### src/rtl/seqdet_pkg.sv
`timescale 1ns/1ps
package seqdet_pkg;
  localparam int STATE_W = 4;

  // Each state is named after the longest received suffix that is still
  // a prefix of either pattern; two terminal states carry the matches.
  typedef enum logic [STATE_W-1:0] {
    ST_IDLE = 4'd0,
    ST_0    = 4'd1,
    ST_1    = 4'd2,
    ST_01   = 4'd3,
    ST_10   = 4'd4,
    ST_010  = 4'd5,
    ST_100  = 4'd6,
    ST_HITY = 4'd7,
    ST_HITZ = 4'd8
  } detState_t;

  typedef struct packed {
    detState_t nextState;
    logic      markY;
    logic      markZ;
  } ctlStrobe_t;
endpackage

### src/rtl/seqdet_ctrl.sv
`timescale 1ns/1ps
module seqdet_ctrl
  import seqdet_pkg::*;
(
  input  detState_t  curState,
  input  logic       bitIn,
  output ctlStrobe_t strobe
);
  detState_t nxt;

  always_comb begin
    case (curState)
      ST_IDLE: nxt = bitIn ? ST_1    : ST_0;
      ST_0:    nxt = bitIn ? ST_01   : ST_0;
      ST_1:    nxt = bitIn ? ST_1    : ST_10;
      ST_01:   nxt = bitIn ? ST_1    : ST_010;
      ST_10:   nxt = bitIn ? ST_01   : ST_100;
      ST_010:  nxt = bitIn ? ST_HITZ : ST_100;
      ST_100:  nxt = bitIn ? ST_HITY : ST_0;
      ST_HITY: nxt = bitIn ? ST_1    : ST_010;
      ST_HITZ: nxt = bitIn ? ST_1    : ST_010;
      default: nxt = ST_IDLE;
    endcase
  end

  always_comb begin
    strobe.nextState = nxt;
    strobe.markY     = (nxt == ST_HITY);
    strobe.markZ     = (nxt == ST_HITZ);
  end
endmodule

### src/rtl/seqdet_dp.sv
`timescale 1ns/1ps
module seqdet_dp
  import seqdet_pkg::*;
(
  input  logic       clk,
  input  logic       rst,
  input  ctlStrobe_t strobe,
  output detState_t  curState,
  output logic       yOut,
  output logic       zOut
);
  always_ff @(posedge clk) begin
    if (rst) begin
      curState <= ST_IDLE;
      yOut     <= 1'b0;
      zOut     <= 1'b0;
    end else begin
      curState <= strobe.nextState;
      yOut     <= strobe.markY;
      zOut     <= strobe.markZ;
    end
  end

  // the two match strobes never coincide
  assert_no_double_R6: assert property (@(posedge clk) disable iff (rst)
    !(yOut && zOut));

  // a 1001 match cannot be followed at once by another
  assert_y_single_R2: assert property (@(posedge clk) disable iff (rst)
    yOut |=> !yOut);

  // a 0101 match cannot be followed at once by another
  assert_z_single_R3: assert property (@(posedge clk) disable iff (rst)
    zOut |=> !zOut);
endmodule

### src/rtl/seqdet_top.sv
`timescale 1ns/1ps
module seqdet_top
  import seqdet_pkg::*;
(
  input  logic clk,
  input  logic rst,
  input  logic serialIn,
  output logic hitY,
  output logic hitZ
);
  detState_t  curState;
  ctlStrobe_t strobe;

  seqdet_ctrl u_ctrl (
    .curState (curState),
    .bitIn    (serialIn),
    .strobe   (strobe)
  );

  seqdet_dp u_dp (
    .clk      (clk),
    .rst      (rst),
    .strobe   (strobe),
    .curState (curState),
    .yOut     (hitY),
    .zOut     (hitZ)
  );

  // both patterns end in 1, so the sampled bit before a pulse was 1
  assert_y_last_one_R2: assert property (@(posedge clk) disable iff (rst)
    hitY |-> $past(serialIn));

  // same rule for the second pattern
  assert_z_last_one_R3: assert property (@(posedge clk) disable iff (rst)
    hitZ |-> $past(serialIn));
endmodule

### config.mk
export PLATFORM = sky130hd
export DESIGN_NAME = seqdet_top
export DESIGN_NICKNAME = d
export VERILOG_FILES = /design/src/rtl/seqdet_pkg.sv /design/src/rtl/seqdet_ctrl.sv /design/src/rtl/seqdet_dp.sv /design/src/rtl/seqdet_top.sv
export SDC_FILE = /design/constraint.sdc
export NUM_CORES = 1
export LEC_CHECK = 0
export ABC_AREA = 1
export BUFFER_PORTS_ARGS = -buffer_cell sky130_fd_sc_hd__buf_2
export CORE_AREA = 2 2 39 41
export DETAILED_ROUTE_END_ITERATION = 8
export DIE_AREA = 0 0 41 43
export GPL_TIMING_DRIVEN = 1
export SLEW_MARGIN = 20
export SYNTH_ARGS = -nofsm -noshare
export SYNTH_HDL_FRONTEND = slang
export SYNTH_HIERARCHICAL = 1
export SYNTH_SLANG_ARGS = --single-unit
### constraint.sdc
create_clock -name clk -period 2.4 [get_ports clk]
set_input_delay 0.72 -clock clk [delete_from_list [all_inputs] [get_ports clk]]
set_output_delay 0.72 -clock clk [all_outputs]
set_load 0.1 [all_outputs]
==> flow_results.org <==
** STA
- Hold Worst Slack :: 0.7002 ns
- Setup repair after global routing left no endpoint under its margin.
- Setup violations remaining at the end of the flow were counted as 0.
- Based on the critical path, the design can be clocked at up to 0.5985 GHz.
- Number of slew-limit violations in the final report :: 0
- Headroom to the max-slew limit came out at 67.87%.
- After layout, the worst path uses 69.61% of the clock period.
- After layout, the worst setup slack is 0.7292 ns.
- At the pin with the least slew margin, the transition time is 0.4853 ns.
- Final count of hold timing violations :: 0
- On the final layout, the worst clock skew is 0.0009583 ns.
- Clock period minus final worst setup slack :: 1.671 ns
- Adding up every negative setup slack in the final design gives 0 ns.

** Setup path
- Worst endpoint required time :: 1.68 ns
- In this run the critical register-to-register path is launched from u_dp/curState[1].
- Critical Path Start :: u_dp/zOut
- Maximum single-stage delay on the critical path :: 0.41 ns
- Slowest cell on the critical path :: buf_2
- STA puts the critical path data arrival time at 0.95 ns.
- Nature of the critical path startpoint :: flip-flop
- Max FO, Critical Path :: 1
- The signal on the critical path passes through buf_2.
- The worst setup path is of the flip-flop to primary output kind.
- Buffering stage count on the worst path with inverters included :: 1
- Top delay family on crit path :: buffers and inverters
- STA classifies the critical path endpoint as a primary output.

** Drt
- After detailed routing, the number of remaining DRC violations is 0.
- Detailed-route wire length :: 631 um
- The pre-antenna-repair detailed-routing pass consisted of 4 iterations.
- Iter 0 DRT Violations :: 11
- The routed layout has 334 vias.
- The count of nets left with antenna violations once routing finished came out at 0.
- WL/cell :: 8.090 um
- Via/cell ratio :: 4.282

** Yosys
- Sequential cell area fraction in the yosys report :: 36.36%
- The Yosys step of the flow raised 6 warnings.
- Synth cell types :: 10
- Synthesis produced a netlist with a net count of 58.
- The cell count after synthesis came out at 55.
- Avg Synthesized Cell Area :: 6.006 um2
- Mapped Area :: 330.3 um2
- Number of synthesized register bits :: 6

** Clock tree
- Clock tree synthesis inserted a total of 3 buffers.
- The clock net in this run drives a total of 6 sinks.
- TritonCTS built the clock tree.
- After clock tree synthesis, the clock-pin slew on the worst setup and hold paths is 0.04 ns.
- The number of gates resized after CTS was 0.
- The tree is rooted in a clkbuf_4.
- Maximum number of buffers from clock root to sink :: 2
- Hold-fix buffers at CTS :: 0
- Once the clock tree was built, the setup fixing pass inserted 0 buffers.
- H-tree Lvls :: 1
- For the worst-skew pair, the clock arrives at the later sink with an insertion delay of 0.24 ns.

** Finish
- After the last flow step, the layout net total stands at 67.
- Once layout is complete, the utilization of the core stands at 28.39%.
- Count of antenna diodes in the layout :: 0
- Top library cells by usage in the layout, fill and taps aside :: nand2_1 (13), inv_1 (13), nor2_1 (12)
- Area overhead of the layout relative to synthesis :: 18.94%
- Layout cell share with drive strength beyond 1 :: 17.74%

** Place
- Port buffering added 4 buffers.
- Setup slack at placement :: 0.9551 ns
- Placer congestion estimate :: 0.8410
- The HPWL after detailed placement is 480.5 um.

** Global routing
- Number of antenna violations at the first check in global routing :: 0
- Entering global routing, the biggest net connects 7 pins.
- The number of global-route vias before repair came to 288.
- Global routing used 9.256% of the available tracks across all layers.
- Final global-route overflow total :: 0
- The first global-routing pass estimated 1.035 mm of wire.

** Outcome
- The run finished with clean final reports.

** Floorplan
- For this configuration, the core starts out at a cell density of 23.87%.
- After floorplanning, the core was sized to cover 1384 um2.
- Measured along the x axis, the die boundary spans 41 um.
- Row generation in the floorplan step produced 14 rows.
- Die Area :: 1763 um2
- Total I/O pin count :: 5
- Die outline height :: 43 um

** Job
- Across the run, the number of max-cap violations was 0.

** Power and ir drop
- Dividing total power by cell area gives a power density of 608.6 nW/um2.
- Final Power :: 0.0002391 W
- Reported leakage power :: 0.2056 nW
- Highest ir drop seen on vdd :: 0.0002341 V

** Worst hold path
- Hold Path Origin :: u_dp/curState[2]
- In this run the worst hold path is classified as flip-flop to flip-flop.
## path summary, 6_finish.rpt
path / endpoint / slack, ns / cells after the start
worst max-delay path: hitZ / 0.73 / 1
worst min register to register: u_dp/curState[0] / 0.70 / 5
worst min-delay path: u_dp/curState[0] / 0.70 / 5
worst max register to register: u_dp/curState[1] / 1.32 / 8
## final cells by class
| type | count | area (um2) |
|---|---|---|
| Inverter | 14 | 52.55 |
| Sequential cell | 6 | 120.1 |
| Clock buffer | 3 | 22.52 |
| Fill cell | 153 | 991.0 |
| Tap cell | 16 | 20.02 |
| Timing Repair Buffer | 4 | 20.02 |
| Multi-Input combinational cell | 35 | 157.7 |
## registers in the layout, summed over array words and instances, names as in the netlist
register,cells
u_dp/curState,4
u_dp/yOut,1
u_dp/zOut,1
## cell usage after synthesis
| cell type | number | area (um2) |
|---|---|---|
| nor2_4 | 1 | 11.26 |
| inv_2 | 1 | 3.750 |
| inv_1 | 13 | 48.80 |
| o211ai_1 | 2 | 15.01 |
| nand2_1 | 13 | 48.80 |
| nor2_1 | 12 | 45.04 |
| a21oi_1 | 1 | 5.000 |
| dfxtp_1 | 6 | 120.1 |
| nor2_2 | 2 | 12.51 |
| nand3_1 | 4 | 20.02 |
## report_power, final
part / internal [W] / switching [W]
registers: 0.000105 / 0.00000618
logic: 0.0000133 / 0.0000235
clock network: 0.0000564 / 0.0000348
total: 0.000175 / 0.0000645
## through the flow
stage | std cells | cell area, um2
after floorplan | 55 | 330.3
after CTS | 78 | 392.9
final | 78 | 392.9
after global placement | 75 | 370.4
after global routing | 78 | 392.9
after detailed placement | 75 | 370.4
## cells by family after synthesis
kind of cell / after synthesis / synth area share [%]
DFF: 6 / 36.37
and+or+nand+nor: 32 / 41.67
AOI/OAI and AO/OA: 3 / 6.058
buffers and inverters: 14 / 15.91
## per-layer routing
layer | up-vias | routed length [um] | global-route usage (%)
li1 | 175 | - | -
met1 | 150 | 273 | 8.414
met2 | 5 | 311 | 13.44
met3 | 4 | 15 | 2.094
met4 | 0 | 31 | 12.67
met5 | - | 0 | 0
No activity file was read; power rests on OpenSTA's default activity.
